--- config.mk ---
export PLATFORM = sky130hd
export DESIGN_NAME = pex_report
export DESIGN_NICKNAME = d
export VERILOG_FILES = /design/src/rtl/pex_pkg.sv /design/src/rtl/pex_advance.sv /design/src/rtl/pex_fpc_merge.sv /design/src/rtl/pex_rec_seq.sv /design/src/rtl/pex_report.sv
export SDC_FILE = /design/constraint.sdc
export NUM_CORES = 1
export LEC_CHECK = 0
export ABC_AREA = 0
export BUFFER_PORTS_ARGS = -buffer_cell sky130_fd_sc_hd__clkbuf_2
export CAP_MARGIN = 20
export CORE_AREA = 2 2 276 278
export DETAILED_ROUTE_END_ITERATION = 8
export DIE_AREA = 0 0 278 280
export REMOVE_ABC_BUFFERS = 1
export SLEW_MARGIN = 20
export SYNTH_ARGS = -nofsm -noshare
export SYNTH_HDL_FRONTEND = slang
export SYNTH_SLANG_ARGS = --single-unit
--- constraint.sdc ---
create_clock -name clk -period 3.1 [get_ports clk]
set_input_delay 0.155 -clock clk [delete_from_list [all_inputs] [get_ports clk]]
set_output_delay 0.155 -clock clk [all_outputs]
set_load 0.05 [all_outputs]
--- src/rtl/pex_pkg.sv ---
package pex_pkg;
  localparam logic [1:0] KIND_PLAIN = 2'd0;
  localparam logic [1:0] KIND_DATA  = 2'd1;
  localparam logic [1:0] KIND_VEC   = 2'd2;
  localparam logic [1:0] KIND_RSVD  = 2'd3;

  localparam logic [15:0] CODE_DATA = 16'h0007;
  localparam logic [15:0] CODE_VEC  = 16'h001B;
  localparam logic [15:0] CODE_DBG  = 16'h0080;
  localparam int          DBG_NULL_BIT = 8;

  localparam logic [2:0] SEL_ILEN  = 3'd0;
  localparam logic [2:0] SEL_CODE  = 3'd1;
  localparam logic [2:0] SEL_OMASK = 3'd2;
  localparam logic [2:0] SEL_OADDR = 3'd3;
  localparam logic [2:0] SEL_BEA   = 3'd4;
  localparam logic [2:0] SEL_PADDR = 3'd5;
  localparam logic [2:0] SEL_PID   = 3'd6;

  typedef enum logic [1:0] {ST_IDLE, ST_STORE, ST_DONE} pex_state_e;

  // codes whose instruction completes: saved address steps past it
  function automatic logic completes(input logic [15:0] c);
    logic r;
    r = (c >= 16'h0001 && c <= 16'h000F);
    if (c == 16'h0012 || c == 16'h0013 || c == 16'h0015 || c == 16'h001D ||
        c == 16'h001F || c == 16'h0030 || c == 16'h0040)
      r = 1'b1;
    return r;
  endfunction

  function automatic logic len_ok(input logic [2:0] l);
    return (l == 3'd2) || (l == 3'd4) || (l == 3'd6);
  endfunction
endpackage

--- src/rtl/pex_advance.sv ---
module pex_advance #(
  parameter int AW = 64
) (
  input  logic [15:0]   base_code,
  input  logic [2:0]    ilen,
  input  logic          dbg_pend,
  input  logic          dbg_null,
  input  logic [AW-1:0] cur_addr,
  output logic          adv,
  output logic [AW-1:0] saved_addr,
  output logic [15:0]   final_code
);
  import pex_pkg::*;
  localparam int PADW = AW - 3;

  always_comb begin
    adv = completes(base_code) ||
          (base_code == CODE_DBG && !(dbg_pend && dbg_null));
    saved_addr = adv ? cur_addr + {{PADW{1'b0}}, ilen} : cur_addr;
    final_code = base_code | (dbg_pend ? CODE_DBG : 16'h0000);
  end

  always_comb begin
    if (!adv) assert_noadv_keeps_addr_R3: assert (saved_addr == cur_addr);
  end
endmodule

--- src/rtl/pex_fpc_merge.sv ---
module pex_fpc_merge #(
  parameter int FW = 32,
  parameter int LO = 8
) (
  input  logic [1:0]    kind,
  input  logic          afp_en,
  input  logic [7:0]    xcode,
  input  logic [FW-1:0] fpc_in,
  output logic          we,
  output logic [FW-1:0] fpc_new
);
  import pex_pkg::*;
  localparam int HI = LO + 8;

  always_comb begin
    we = (kind == KIND_VEC) || (kind == KIND_DATA && afp_en);
    fpc_new = fpc_in;
    fpc_new[HI-1:LO] = xcode;
  end

  always_comb begin
    assert_fpc_untouched_bits_R6: assert (fpc_new[FW-1:HI] == fpc_in[FW-1:HI] &&
                                          fpc_new[LO-1:0] == fpc_in[LO-1:0]);
  end
endmodule

--- src/rtl/pex_rec_seq.sv ---
module pex_rec_seq #(
  parameter int DW = 64
) (
  input  logic          clk,
  input  logic          rst_n,
  input  logic          start,
  input  logic          with_dbg,
  input  logic [2:0]    f_ilen,
  input  logic [15:0]   f_code,
  input  logic [DW-1:0] f_omask,
  input  logic [DW-1:0] f_oaddr,
  input  logic [DW-1:0] f_bea,
  input  logic [DW-1:0] f_paddr,
  input  logic [15:0]   f_pid,
  output logic          st_valid,
  input  logic          st_ready,
  output logic [2:0]    st_sel,
  output logic [DW-1:0] st_data,
  output logic          fin
);
  import pex_pkg::*;
  localparam int P3  = DW - 3;
  localparam int P16 = DW - 16;

  logic       busy;
  logic [2:0] idx;
  logic [2:0] last;

  assign last     = with_dbg ? SEL_PID : SEL_BEA;
  assign st_valid = busy;
  assign st_sel   = idx;
  assign fin      = busy && st_ready && (idx == last);

  always_comb begin
    case (idx)
      SEL_ILEN:  st_data = {{P3{1'b0}}, f_ilen};
      SEL_CODE:  st_data = {{P16{1'b0}}, f_code};
      SEL_OMASK: st_data = f_omask;
      SEL_OADDR: st_data = f_oaddr;
      SEL_BEA:   st_data = f_bea;
      SEL_PADDR: st_data = f_paddr;
      SEL_PID:   st_data = {{P16{1'b0}}, f_pid};
      default:   st_data = '0;
    endcase
  end

  always_ff @(posedge clk) begin
    if (!rst_n) begin
      busy <= 1'b0;
      idx  <= '0;
    end else if (start) begin
      busy <= 1'b1;
      idx  <= '0;
    end else if (busy && st_ready) begin
      if (idx == last) busy <= 1'b0;
      else             idx  <= idx + 3'd1;
    end
  end

  assert_store_hold_R9: assert property (@(posedge clk) disable iff (!rst_n)
    (st_valid && !st_ready) |=> (st_valid && $stable(st_sel) && $stable(st_data)));
  assert_sel_range_R9: assert property (@(posedge clk) disable iff (!rst_n)
    st_valid |-> (st_sel <= SEL_PID));
endmodule

--- src/rtl/pex_report.sv ---
module pex_report #(
  parameter int AW = 64
) (
  input  logic          clk,
  input  logic          rst_n,
  input  logic          req_valid,
  output logic          req_ready,
  input  logic [1:0]    req_kind,
  input  logic [15:0]   req_code,
  input  logic [15:0]   req_xcode,
  input  logic [2:0]    req_ilen,
  input  logic          per_pending,
  input  logic [15:0]   per_id,
  input  logic [AW-1:0] per_addr,
  input  logic [AW-1:0] cur_mask,
  input  logic [AW-1:0] cur_addr,
  input  logic [AW-1:0] bea_addr,
  input  logic [AW-1:0] new_mask,
  input  logic [AW-1:0] new_addr,
  input  logic          afp_en,
  input  logic [31:0]   fpc_in,
  output logic          fpc_we,
  output logic [31:0]   fpc_out,
  output logic          per_clear,
  output logic          err,
  output logic          st_valid,
  input  logic          st_ready,
  output logic [2:0]    st_sel,
  output logic [AW-1:0] st_data,
  output logic          done,
  output logic [AW-1:0] psw_mask,
  output logic [AW-1:0] psw_addr
);
  import pex_pkg::*;

  pex_state_e state;
  logic       take, bad, fin;
  logic [15:0] base_code, fin_code;
  logic        adv;
  logic [AW-1:0] saved_addr;
  logic        fpc_we_c;
  logic [31:0] fpc_new;

  logic [2:0]    l_ilen;
  logic [15:0]   l_code, l_pid;
  logic          l_dbg;
  logic [AW-1:0] l_omask, l_oaddr, l_bea, l_paddr, l_nmask, l_naddr;

  assign req_ready = (state == ST_IDLE);
  assign take      = req_valid && req_ready;
  assign done      = (state == ST_DONE);
  assign bad       = !len_ok(req_ilen) || (req_kind == KIND_RSVD) ||
                     (req_kind != KIND_PLAIN && req_xcode[15:8] != 8'h00);

  always_comb begin
    case (req_kind)
      KIND_DATA: base_code = CODE_DATA;
      KIND_VEC:  base_code = CODE_VEC;
      default:   base_code = req_code;
    endcase
  end

  pex_advance #(.AW(AW)) u_adv (
    .base_code (base_code),
    .ilen      (req_ilen),
    .dbg_pend  (per_pending),
    .dbg_null  (per_id[DBG_NULL_BIT]),
    .cur_addr  (cur_addr),
    .adv       (adv),
    .saved_addr(saved_addr),
    .final_code(fin_code)
  );

  pex_fpc_merge #(.FW(32), .LO(8)) u_fpc (
    .kind   (req_kind),
    .afp_en (afp_en),
    .xcode  (req_xcode[7:0]),
    .fpc_in (fpc_in),
    .we     (fpc_we_c),
    .fpc_new(fpc_new)
  );

  pex_rec_seq #(.DW(AW)) u_seq (
    .clk     (clk),
    .rst_n   (rst_n),
    .start   (take && !bad),
    .with_dbg(l_dbg),
    .f_ilen  (l_ilen),
    .f_code  (l_code),
    .f_omask (l_omask),
    .f_oaddr (l_oaddr),
    .f_bea   (l_bea),
    .f_paddr (l_paddr),
    .f_pid   (l_pid),
    .st_valid(st_valid),
    .st_ready(st_ready),
    .st_sel  (st_sel),
    .st_data (st_data),
    .fin     (fin)
  );

  always_ff @(posedge clk) begin
    if (!rst_n) begin
      state     <= ST_IDLE;
      err       <= 1'b0;
      fpc_we    <= 1'b0;
      fpc_out   <= '0;
      per_clear <= 1'b0;
      psw_mask  <= '0;
      psw_addr  <= '0;
      l_ilen    <= '0;
      l_code    <= '0;
      l_pid     <= '0;
      l_dbg     <= 1'b0;
      l_omask   <= '0;
      l_oaddr   <= '0;
      l_bea     <= '0;
      l_paddr   <= '0;
      l_nmask   <= '0;
      l_naddr   <= '0;
    end else begin
      err       <= 1'b0;
      fpc_we    <= 1'b0;
      per_clear <= 1'b0;
      case (state)
        ST_IDLE: if (take) begin
          if (bad) begin
            err <= 1'b1;
          end else begin
            state     <= ST_STORE;
            fpc_we    <= fpc_we_c;
            fpc_out   <= fpc_new;
            per_clear <= per_pending;
            l_ilen    <= req_ilen;
            l_code    <= fin_code;
            l_pid     <= per_id;
            l_dbg     <= per_pending;
            l_omask   <= cur_mask;
            l_oaddr   <= saved_addr;
            l_bea     <= bea_addr;
            l_paddr   <= per_addr;
            l_nmask   <= new_mask;
            l_naddr   <= new_addr;
          end
        end
        ST_STORE: if (fin) begin
          state    <= ST_DONE;
          psw_mask <= l_nmask;
          psw_addr <= l_naddr;
        end
        default: state <= ST_IDLE;
      endcase
    end
  end

  assert_dbg_clear_R5: assert property (@(posedge clk) disable iff (!rst_n)
    (take && !bad && per_pending) |=> per_clear);
  assert_bad_no_store_R2: assert property (@(posedge clk) disable iff (!rst_n)
    (take && bad) |=> (err && !st_valid && req_ready));
  assert_exclusive_R10: assert property (@(posedge clk) disable iff (!rst_n)
    $onehot0({err, done, st_valid}));
  assert_done_single_R10: assert property (@(posedge clk) disable iff (!rst_n)
    done |=> !done);
  assert_ready_idle_R1: assert property (@(posedge clk) disable iff (!rst_n)
    st_valid |-> !req_ready);
endmodule

[Yosys cells after proc, flatten, opt, wreduce, memory -nomap -nowiden]
Cells that the tools add are included.
Cells by class
  add/sub/neg operators: 2
  multiply operators: 0
  div/mod/pow operators: 0
  magnitude comparators: 2
  equal/unequal tests: 26
  shift operators: 0
  muxes and demuxes: 14
  bitwise logic cells: 6
  reduce and logical (&&, ||, !) cells: 38
Operators by type and width (number)
  64-bit case mux with 7 select lines: 1
  16-bit by 5-bit == test with 1-bit output (second input constant): 5
  64-bit by 3-bit adder with 64-bit output: 1
  64-bit two-way mux: 1
  16-bit case mux with 2 select lines: 1
  16-bit by 6-bit == test with 1-bit output (second input constant): 1
  16-bit by 7-bit == test with 1-bit output (second input constant): 1
  16-bit by 8-bit == test with 1-bit output (second input constant): 1
  16-bit by 1-bit greater-or-equal comparator with 1-bit output (second input constant): 1
  16-bit by 4-bit <= comparator with 1-bit output (second input constant): 1
  16-bit bitwise OR: 1
  3-bit == test (second input constant): 5
  1-bit logical OR: 12
  3-bit by 2-bit == test with 1-bit output (second input constant): 3
  1-bit logical AND: 9
  3-bit AND reduction: 3
  2-bit two-way mux: 4
  8-bit two-way mux: 1
  8-bit nonzero test: 1
  2-bit == test (second input constant): 3
  2-bit AND reduction: 3
  2-bit nonzero test: 3
  1-bit two-way mux: 5
  1-bit NOT: 5
  12 further kinds: 16
Word-level totals
  register bits after elaboration: 589
  bits in latches: 0
  memory bits (writable): 0
  ROM bits: 0
  input port bits: 475
  output and inout port bits: 233
  logic and storage cells: 107
  memories kept: 0

[Longest topological paths before layout]
Gate-level depths: netlist (run 1).
  depth after elaboration: 12
  gate-level depth with buffers: 11
  gate-level depth less buffers: 9

[Modules after synthesis]
A second synthesis (run 1) with hierarchy kept.
Unflattened totals
  cell total of the unflattened synthesis: 3187
  area total of the unflattened synthesis: 27993.1 µm²
Modules (own cells, without submodules)
  pex_report: times used 1, cells an instance 2561, area an instance 23357.4 µm², seq. area each 11711.2 µm²
  pex_advance: times used 1, cells an instance 305, area an instance 2351.0 µm², seq. area each 0.0 µm²
  pex_rec_seq: times used 1, cells an instance 287, area an instance 2030.7 µm², seq. area each 80.1 µm²
  pex_fpc_merge: times used 1, cells an instance 34, area an instance 254.0 µm², seq. area each 0.0 µm²

[Worst setup path before layout (run 1)]
No wires, ideal clock.
  path kind: flip-flop to output port
  start point: register u_seq.idx[0] (netlist: u_seq.st_sel[0])
  end point: output st_data[10]
  arrival time: 2.931 ns
  required time: 2.945 ns
  setup slack: 0.014 ns
  stages on the path, launching flop included: 7
  path buffers: 3
  cell sequence: dfxtp_1 -> ha_1 -> clkbuf_1 -> clkbuf_1 -> clkbuf_1 -> a221oi_1 -> o21ai_0
On the way
  cells in the longest elaborated chain, start to end: 2
  elaborated cells between the ends (all ways): 8
  classes of those cells: 6 x eq/ne; 1 x mux; 1 x reduce/logical
Ends and longest elaborated chain
  start, declared: line pex_rec_seq.sv:26  | logic [2:0] idx;
  start signal, assigned: line pex_rec_seq.sv:56  | else idx <= idx + 3'd1;
  3-bit == test (tied with other cells): line pex_rec_seq.sv:35  | case (idx)
  64-bit case mux with 7 select lines (*): line pex_rec_seq.sv:35
  end, declared: line pex_report.sv:29  | output logic [AW-1:0] st_data,
Mark *: on every way between the ends. The rest lies on a longest branch, timed or not.

[Final worst setup path (run 1)]
  start point: input req_code[3]
  end point: register l_oaddr[58]
On the way
  cells in the longest elaborated chain, start to end: 11
  elaborated cells between the ends (all ways): 22
  classes of those cells: 2 x order compare; 8 x eq/ne; 3 x mux; 9 x reduce/logical
Ends and longest elaborated chain
  start, declared: line pex_report.sv:9  | input logic [15:0] req_code,
  16-bit case mux with 2 select lines (*): line pex_report.sv:56  | case (req_kind)
  branches (longest 8 deep; another with 16-bit by 1-bit greater-or-equal comparator with 1-bit output)
  1-bit logical OR (*): line pex_advance.sv:17  | adv = completes(base_code) ||
  64-bit two-way mux (*): line pex_advance.sv:19  | saved_addr = adv ? cur_addr + {{PADW{1'b0}}, ilen} : cur_addr;
  end signal, assigned: line pex_report.sv:139  | l_oaddr <= saved_addr;
  end, declared: line pex_report.sv:47  | logic [AW-1:0] l_omask, l_oaddr, l_bea, l_paddr, l_nmask, l_naddr;
Mark *: on every way between the ends.
A chain may end at the register's enable or synchronous reset.

==> flow_metrics.env, run 1 <==
export IMPL_holdPathEnd="l_code[4]"
export IMPL_end_kind="register"
export IMPL_fmax_ghz=0.347
export IMPL_numCtsBuffers=68
export IMPL_place_ws_ps=97.2
export IMPL_synthCells=2260
export IMPL_worst_ep_arrival_time_ps=3380
export IMPL_setup_viol=0
export IMPL_finalInstanceArea_sq_um=34000
export IMPL_die_x_microns=278
export IMPL_cts_tree="done"
export IMPL_worstPathMaxFanout=21
export IMPL_dieArea_sq_um=77800
export IMPL_worstHoldStart="req_code[4]"
export IMPL_fin_crit_sh=0.929
export IMPL_num_vias=22300
export IMPL_ios=708
export IMPL_grt_remaining_overflow=0
export IMPL_start_kind="input port"
export IMPL_io_buffers=699
export IMPL_htreeDepth=3
export IMPL_synthArstFlopShare=0
export IMPL_grt_pass1_wl_microns=126000
export IMPL_gp_congestion=0.851
export IMPL_hold_violations=0
export IMPL_grt_pass1_vias=21900
export IMPL_synthToLayoutAreaGrowth_pct=53.2
export IMPL_wirelength_microns=83400
export IMPL_post_dp_cell_area_sq_um=27000
export IMPL_routedWlPerCell_microns=18.9
export IMPL_vias_per_cell=5.06
export IMPL_worstPathCellList="dlygate4sd3_1, clkbuf_2, or3_4, o41ai_2, a41oi_4, buf_12, a2111oi_4, buf_4, nand3b_1, nand3_1, dlygate4sd3_1"
export IMPL_synth_seq_cells=589
export IMPL_fp_row_count=101
export IMPL_grt_max_degree=178
export IMPL_total_power_mw=17.3
export IMPL_r2r_cells=8
export IMPL_die_y_microns=280
export IMPL_clk_pin_slew_worst_paths_ps=60
export IMPL_worst_pin_slew_ps=992
export IMPL_drc=0
export IMPL_crit_path_frequent_cell="dlygate4sd3_1"
export IMPL_final_setup_tns_ps=0
export IMPL_r2r_slack_ps=420
export IMPL_ant_nets=0
export IMPL_outcome="finished, final reports clean"
export IMPL_synth_distinct_cells=66
export IMPL_ir_drop_uv=362
export IMPL_detailed_place_hpwl_microns=55100
export IMPL_yosysSeqAreaShare=0.532
export IMPL_worstPathRequired_ps=3600
export IMPL_r2r_end="l_oaddr[17]"
export IMPL_clock_sinks=589
export IMPL_yosysWarnings=0
export IMPL_reg2reg_from="state[0]"
export IMPL_synth_edff_count=0
export IMPL_finalMaxSlewViolations=0
export IMPL_pwr_density_cell_nw_per_um2=510
export IMPL_synth_avg_cell_area_sq_um=9.81
export IMPL_rsz0062_at_grt="false"
export IMPL_hold_depth=4
export IMPL_leakage_nw=14.3
export IMPL_min_period_ps=2880
export IMPL_clock_path_buffers=3
export IMPL_clkLatencyLatePin_ps=610
export IMPL_start_util=0.295
export IMPL_slew_headroom=0.338
export IMPL_synthFlopType="dfxtp_1"
export IMPL_worstHoldPathType="in -> reg"
export IMPL_synth_area_top_cells="dfxtp_1 (53%), a22o_1 (15%), nand2_1 (6.9%)"
export IMPL_antenna_found_initial=11
export IMPL_worst_slack_ps=219
export IMPL_drt_pass1_iterations=6
export IMPL_max_stage_delay_ps=550
export IMPL_synth_top_area_frac=0.532
export IMPL_drive_gt1_frac=0.271
export IMPL_clockRootBuffer="clkbuf_16"
export IMPL_post_route_util=0.452
export IMPL_drt_iter0_drc=1372
export IMPL_critPathKind="in -> reg"
export IMPL_critical_path_slowest_cell="dlygate4sd3_1"
export IMPL_finClkSkew_ps=28.0
export IMPL_grt_use_total=0.204
export IMPL_yosysTopAreaCell="dfxtp_1"
export IMPL_cap_violations=0
export IMPL_core_area_sq_um=75200
export IMPL_nets=3859
export IMPL_syn_area_sq_um=22200
-- metrics by stage --
stage	hold WS [ps]	std cells
after floorplan	281	2058
after CTS	16.0	4397
after detailed placement	367	3805
after global placement	365	3805
final	41.9	4405
after global routing	35.9	4404
-- final cells by class --
cell class	instances	area [sq um]
antenna	7	17.5
clock buffer	97	1950
clock inverter	23	274
fill	7053	41200
inverter	18	70.1
multi-input combinational	1451	9630
sequential	589	11800
tap	978	1220
timing repair buffer	1242	9000
-- timing repair --
action                                  CTS  global route
endpoints found under the hold margin   458             0
resized for setup                         0             4
pin swaps                                 0             2
buffers inserted                          3             1
hold buffers                            469             0
endpoints found under the setup margin   31             8
-- how the worst max path moves through the flow --
stage	from	endpoint	slack [ps]	depth (start not counted)
after floorplan	state[0]	l_oaddr[59]	-20810	5
after global placement	req_kind[0]	l_oaddr[8]	140	9
after detailed placement	req_kind[0]	l_oaddr[8]	100	10
after CTS	req_code[3]	l_oaddr[8]	50	9
after global routing	u_seq.st_sel[1]	st_data[2]	10	7
final	req_code[3]	l_oaddr[58]	220	11
-- where the power goes --
group | internal (mW) | switching (mW) | leakage [nW] | total (mW)
Combinational | 0.788 | 0.734 | 8.46 | 1.52
Sequential | 7.66 | 0.0569 | 4.75 | 7.72
Clock | 4.69 | 3.39 | 1.10 | 8.08
Total | 13.1 | 4.18 | 14.3 | 17.3
-- kinds of logic (layout without fill, tap and decap cells) --
family	Yosys count	in the layout	synth area share
other	0	7	0
AO/OA/AOI/OAI	794	794	0.281
AND/OR/NAND/NOR	583	583	0.115
buffers and inverters	220	1380	0.0380
adder cells (fa/ha/maj)	14	14	0.00824
flip-flops	589	589	0.532
XOR/XNOR	39	39	0.0154
multiplexers	21	21	0.0101
-- sequential cells by signal, indices dropped and copies added, names as in the netlist --
| name | count |
|---|---|
| u_seq.st_sel | 3 |
| l_ilen | 3 |
| l_omask | 64 |
| l_code | 16 |
| l_naddr | 64 |
| err | 1 |
| l_dbg | 1 |
| u_seq.st_valid | 1 |
| l_pid | 16 |
| psw_addr | 64 |
| fpc_out | 32 |
| l_nmask | 64 |
| l_bea | 64 |
| state | 2 |
| l_oaddr | 64 |
| per_clear | 1 |
| l_paddr | 64 |
| psw_mask | 64 |
| fpc_we | 1 |
-- synthesized netlist by cell type (20+ instances only) --
cell type and number:
a21oi_1 143, dfxtp_1 589, a22o_1 382, nand4_1 20
nand2_1 408, nor2_1 36, o21ai_1 41, a22oi_1 105
clkbuf_1 181, nand3_1 38, xnor2_1 36
-- metal layers --
metal | global-route usage | wire length [microns] | vias to the layer above | share of wire
li1 | - | - | 10600 | -
met1 | 0.256 | 35200 | 10600 | 0.42
met2 | 0.342 | 39900 | 912 | 0.48
met3 | 0.0416 | 5580 | 154 | 0.067
met4 | 0.0809 | 2690 | 4 | 0.032
met5 | 0 | 27 | - | 0.00032
-- cell usage in the layout (no fill, tap or decap), types with 11 or more instances in the layout --
| cell type | instances |
|---|---|
| nand4_1 | 20 |
| o21ai_1 | 41 |
| a222oi_1 | 13 |
| mux2_2 | 11 |
| clkbuf_2 | 698 |
| a2111oi_2 | 18 |
| a22o_1 | 382 |
| dlygate4sd3_1 | 469 |
| nand3_1 | 38 |
| clkbuf_16 | 70 |
| nor3_1 | 14 |
| a221oi_1 | 12 |
| ha_1 | 11 |
| clkinv_2 | 12 |
| a21oi_1 | 143 |
| buf_12 | 20 |
| inv_1 | 17 |
| dfxtp_1 | 589 |
| nand2_1 | 408 |
| nor2_1 | 35 |
| a22oi_1 | 105 |
| o21ai_0 | 16 |
| xnor2_1 | 36 |
| a211oi_1 | 12 |
| clkbuf_1 | 17 |
| buf_4 | 54 |
-- critical path, delay by kind of cell --
kind,cells,cell delay [ps]
buf+inv,5,1720
simple gates,3,570
compound gates,3,920
(Power assumes the default switching activity.)
==> run 2: changes to the inputs <==
--- a/config.mk
+++ b/config.mk
@@ -12,6 +12,7 @@
 export DETAILED_ROUTE_END_ITERATION = 8
 export DIE_AREA = 0 0 278 280
 export REMOVE_ABC_BUFFERS = 1
+export SETUP_SLACK_MARGIN = 0.2
 export SLEW_MARGIN = 20
 export SYNTH_ARGS = -nofsm -noshare
 export SYNTH_HDL_FRONTEND = slang
==> constraint.sdc (replaced) <==
create_clock -name clk -period 3.1 [get_ports clk]
set_input_delay 0.465 -clock clk [delete_from_list [all_inputs] [get_ports clk]]
set_output_delay 0.465 -clock clk [all_outputs]
set_load 0.05 [all_outputs]
==> run 2 against run 1 <==
  * Final area fell by 11%
  * Critical path depth fell by 4
  * Register-to-register slack improved by 160 ps
  * Non-clock buffer count fell by 418
  * Global-route usage fell by 1.0 points
  * Hold slack improved by 14 ps
  * Maximum frequency rose by 0.59%
  * Routed wire length fell by 4.4%
  * Power fell by 3.5%
  * Combinational power fell by 30%
  * Critical path type is now reg -> out
  * Largest cell class unchanged
  * Largest power group unchanged
==> flow_metrics.env, run 2 (same netlist as run 1, synthesis figures left out) <==
export IMPL_fp_row_count=101
export IMPL_die_y_microns=280
export IMPL_finalMaxSlewViolations=0
export IMPL_nets=3439
export IMPL_worst_ep_arrival_time_ps=2400
export IMPL_pwr_density_cell_nw_per_um2=555
export IMPL_gp_congestion=0.853
export IMPL_post_route_util=0.400
export IMPL_dp_cells=3830
export IMPL_worst_slack_ps=236
export IMPL_worstPathCellList="inv_2, ha_4, buf_12, a222oi_1, a21oi_1, a221o_1, buf_8"
export IMPL_setup_viol=0
export IMPL_htreeDepth=3
export IMPL_total_power_mw=16.7
export IMPL_hold_violations=0
export IMPL_detailed_place_hpwl_microns=56000
export IMPL_hold_slack_ps=55.5
export IMPL_dieArea_sq_um=77800
export IMPL_start_util=0.295
export IMPL_grt_remaining_overflow=0
export IMPL_vias_per_cell=5.10
export IMPL_worstHoldPathType="in -> reg"
export IMPL_die_x_microns=278
export IMPL_finalInstanceArea_sq_um=30100
export IMPL_ant_nets=0
export IMPL_ir_drop_uv=381
export IMPL_max_stage_delay_ps=410
export IMPL_worstPathMaxFanout=11
export IMPL_clock_sinks=589
export IMPL_outcome="finished, final reports clean"
export IMPL_grt_pass1_wl_microns=118000
export IMPL_post_dp_cell_area_sq_um=27200
export IMPL_cap_violations=0
export IMPL_drt_iter0_drc=1184
export IMPL_clockRootBuffer="clkbuf_16"
export IMPL_synthToLayoutAreaGrowth_pct=35.8
export IMPL_worst_pin_slew_ps=943
export IMPL_critical_path_slowest_cell="a222oi_1"
export IMPL_hold_buffers=0
export IMPL_grt_pass1_vias=19600
export IMPL_io_buffers=699
export IMPL_layout_common_cells="clkbuf_2 (660), dfxtp_1 (586), nand2_1 (407), a22o_1 (382), a21oi_1 (143)"
export IMPL_rsz0062_at_grt="true"
export IMPL_critPathKind="reg -> out"
export IMPL_numCtsBuffers=66
export IMPL_routedWlPerCell_microns=20.0
export IMPL_drc=0
export IMPL_place_ws_ps=-69.0
export IMPL_worstPathRequired_ps=2630
export IMPL_ios=708
export IMPL_fmax_ghz=0.349
export IMPL_min_period_ps=2860
export IMPL_core_area_sq_um=75200
export IMPL_drt_pass1_iterations=5
export IMPL_end_kind="primary output"
export IMPL_clk_pin_slew_worst_paths_ps=60
export IMPL_grt_max_degree=146
export IMPL_stdcell_count=3983
export IMPL_final_common_cell="clkbuf_2"
export IMPL_slew_headroom=0.372
export IMPL_num_vias=20300
export IMPL_fin_crit_sh=0.924
export IMPL_start_kind="register"
export IMPL_clock_path_buffers=3
export IMPL_wirelength_microns=79700
export IMPL_final_setup_tns_ps=0
export IMPL_cts_tree="done"
export IMPL_leakage_nw=12.7
export IMPL_grt_use_total=0.194
export IMPL_fillerInstances=7552
export IMPL_drive_gt1_frac=0.331
export IMPL_finClkSkew_ps=41.6
export IMPL_antenna_found_initial=13
export IMPL_clkLatencyLatePin_ps=620
run 2: cell types whose count changed in the layout (fill, tap and decap cells not counted), sizes merged:
cell and change:
dlygate4sd3 -469, buf +73, clkbuf -26, bufbuf +1, bufinv +1, clkinv -1
clkinvlp +1, diode -1, inv -1
run 2: worst paths after layout:
check                                      from            to  slack [ps]  cells after the start
worst max-delay path            u_seq.st_sel[1]   st_data[11]         240                      7
worst min-delay path               new_addr[39]   l_naddr[39]          60                      2
worst max register to register  u_seq.st_sel[2]   psw_addr[2]         580                      8
worst min register to register      l_nmask[20]  psw_mask[20]         440                      2
run 2: area by class of cell:
class,count,area (sq um),area share
Clock inverter,23,309,0.0103
Tap cell,978,1220,0.0406
Timing Repair Buffer,824,5110,0.170
Clock buffer,94,1870,0.0621
Inverter,18,73.8,0.00245
Multi-Input combinational cell,1451,9700,0.322
Sequential cell,589,11800,0.392
Antenna cell,6,15.0,0.000499
run 2: repair_timing:
item                       CTS  global route
resized for setup           70            51
setup endpoints to repair   64            43
cloned                       2             1
pin swaps                    9            15
setup buffers               15            12
run 2: critical path, delay by kind of cell (launching register included):
kind / cells / cell delay [ps]
AOI/OAI and AO/OA: 3 / 860
adders and majority gates: 1 / 170
buffers and inverters: 3 / 380
DFF: 1 / 370
run 2: where the power goes:
part / total, mW / switching, mW / internal (mW) / leakage, nW
logic: 1.06 / 0.615 / 0.444 / 6.89
registers: 7.71 / 0.0560 / 7.66 / 4.75
clock network: 7.94 / 3.35 / 4.59 / 1.07
run 2: per-layer routing:
layer / global-route usage / vias to the layer above / routed length [microns]
met1: 0.238 / 9666 / 33400
met2: 0.318 / 738 / 37100
met4: 0.0787 / 10 / 2810
li1: - / 9741 / -
met5: 0 / - / 69
met3: 0.0555 / 150 / 6340
==> run 3: changes to the inputs <==
==> constraint.sdc (replaced) <==
create_clock -name clk -period 3.4 [get_ports clk]
set_input_delay 0.51 -clock clk [delete_from_list [all_inputs] [get_ports clk]]
set_output_delay 0.51 -clock clk [all_outputs]
set_load 0.05 [all_outputs]
==> run 3 against run 2 <==
  * Global-route usage down 0.38 points
  * Die area unchanged
  * Critical endpoint is now st_data[2]
  * Non-clock buffer count down 39
  * Final area down 2.4%
  * Largest cell class unchanged
  * Routed wire length down 2.4%
  * Register-to-register slack better by 430 ps
  * Worst setup slack better by 66 ps
==> flow_metrics.env, run 3 (same netlist as run 1, synthesis figures left out) <==
export IMPL_setup_viol=0
export IMPL_grt_pass1_vias=19000
export IMPL_finalInstanceArea_sq_um=29400
export IMPL_grt_pass1_wl_microns=116000
export IMPL_end_kind="primary output"
export IMPL_max_stage_delay_ps=410
export IMPL_r2r_cells=5
export IMPL_grt_remaining_overflow=0
export IMPL_numCtsBuffers=68
export IMPL_r2r_slack_ps=1010
export IMPL_fmax_ghz=0.323
export IMPL_pwr_density_cell_nw_per_um2=524
export IMPL_ir_drop_uv=360
export IMPL_routedWlPerCell_microns=19.7
export IMPL_drt_iter0_drc=1212
export IMPL_hold_buffers=0
export IMPL_gp_congestion=0.822
export IMPL_io_buffers=699
export IMPL_finalMaxSlewViolations=0
export IMPL_core_area_sq_um=75200
export IMPL_leakage_nw=12.4
export IMPL_start_util=0.295
export IMPL_r2r_end="l_oaddr[34]"
export IMPL_ant_nets=0
export IMPL_slew_headroom=0.401
export IMPL_worst_ep_arrival_time_ps=2590
export IMPL_clockRootBuffer="clkbuf_16"
export IMPL_cp_startpoint="u_seq.st_sel[0]"
export IMPL_worstHoldPathType="in -> reg"
export IMPL_clkLatencyLatePin_ps=600
export IMPL_grt_use_total=0.190
export IMPL_grt_max_degree=151
export IMPL_die_x_microns=278
export IMPL_critical_path_slowest_cell="a221o_2"
export IMPL_synthToLayoutAreaGrowth_pct=32.6
export IMPL_hold_slack_ps=111
export IMPL_detailed_place_hpwl_microns=55000
export IMPL_clk_pin_slew_worst_paths_ps=70
export IMPL_hold_violations=0
export IMPL_nets=3402
export IMPL_outcome="finished, final reports clean"
export IMPL_htreeDepth=3
export IMPL_die_y_microns=280
export IMPL_vias_per_cell=5.08
export IMPL_drt_pass1_iterations=5
export IMPL_worst_pin_slew_ps=898
export IMPL_clock_sinks=589
export IMPL_antenna_found_initial=15
export IMPL_min_period_ps=3100
export IMPL_final_common_cell="clkbuf_2"
export IMPL_worstPathMaxFanout=8
export IMPL_fp_row_count=101
export IMPL_fin_crit_sh=0.911
export IMPL_critPathKind="reg -> out"
export IMPL_worstPathRequired_ps=2890
export IMPL_start_kind="register"
export IMPL_place_ws_ps=39.0
export IMPL_post_dp_cell_area_sq_um=27000
export IMPL_finClkSkew_ps=24.4
export IMPL_wirelength_microns=77800
export IMPL_worst_slack_ps=302
export IMPL_worstPathCellList="inv_1, ha_2, buf_4, a222oi_1, a21oi_1, a221o_2, buf_8"
export IMPL_final_setup_tns_ps=0
export IMPL_num_vias=20000
export IMPL_drive_gt1_frac=0.321
export IMPL_dieArea_sq_um=77800
export IMPL_rsz0062_at_grt="true"
export IMPL_ios=708
export IMPL_clock_path_buffers=3
export IMPL_reg2reg_from="state[0]"
export IMPL_crit_path_end="st_data[2]"
export IMPL_layout_common_cells="clkbuf_2 (695), dfxtp_1 (587), nand2_1 (408), a22o_1 (382), a21oi_1 (143)"
export IMPL_cts_tree="done"
export IMPL_cap_violations=0
export IMPL_drc=0
run 3: what timing repair did:
action	in CTS	in global routing
resized for setup	8	11
setup endpoints to repair	45	10
pin swaps	2	4
setup buffers	4	0
run 3: worst min-delay path by stage:
stage,from,endpoint,slack [ps],depth (start not counted)
6_report,cur_mask[42],l_omask[42],110,2
5_1_grt,cur_mask[48],l_omask[48],90,2
4_1_cts,cur_mask[42],l_omask[42],70,2
3_5_place_dp,l_oaddr[5],l_oaddr[5],440,2
3_3_place_gp,l_code[0],l_code[0],440,2
2_1_floorplan,l_code[3],l_code[3],420,2
run 3: metal layers:
layer	up-vias	wire (microns)	share of wire	global-route usage
li1	9682	-	-	-
met1	9478	33100	0.43	0.237
met2	692	36000	0.46	0.310
met3	157	5850	0.075	0.0544
met4	20	2700	0.035	0.0710
met5	-	129	0.0017	0
run 3: per-stage QoR:
stage	power, mW	std cells	utilization
floorplan	7.59	2058	-
global placement	8.11	3817	0.359
detailed placement	8.11	3817	0.359
CTS	15.6	3940	0.390
global route	15.9	3941	0.391
finish	15.4	3944	0.391
run 3: layout make-up:
cell class	instances	area, sq um
fill	7545	45800
sequential	589	11800
multi-input combinational	1451	9630
timing repair buffer	785	4390
clock buffer	93	1950
tap	978	1220
clock inverter	26	310
inverter	18	70.1
antenna	4	10.0
run 3: report_power, final:
| group | switching [mW] | internal [mW] |
|---|---|---|
| Sequential | 0.0499 | 6.98 |
| Combinational | 0.552 | 0.377 |
| Clock | 3.02 | 4.41 |
| Total | 3.62 | 11.8 |
run 3: critical path: cells and delay by family (launching register included):
family                     cells  cell delay (ps)
AOI/OAI and AO/OA              3              940
adders and majority gates      1              210
DFF                            1              380
buffers and inverters          3              460
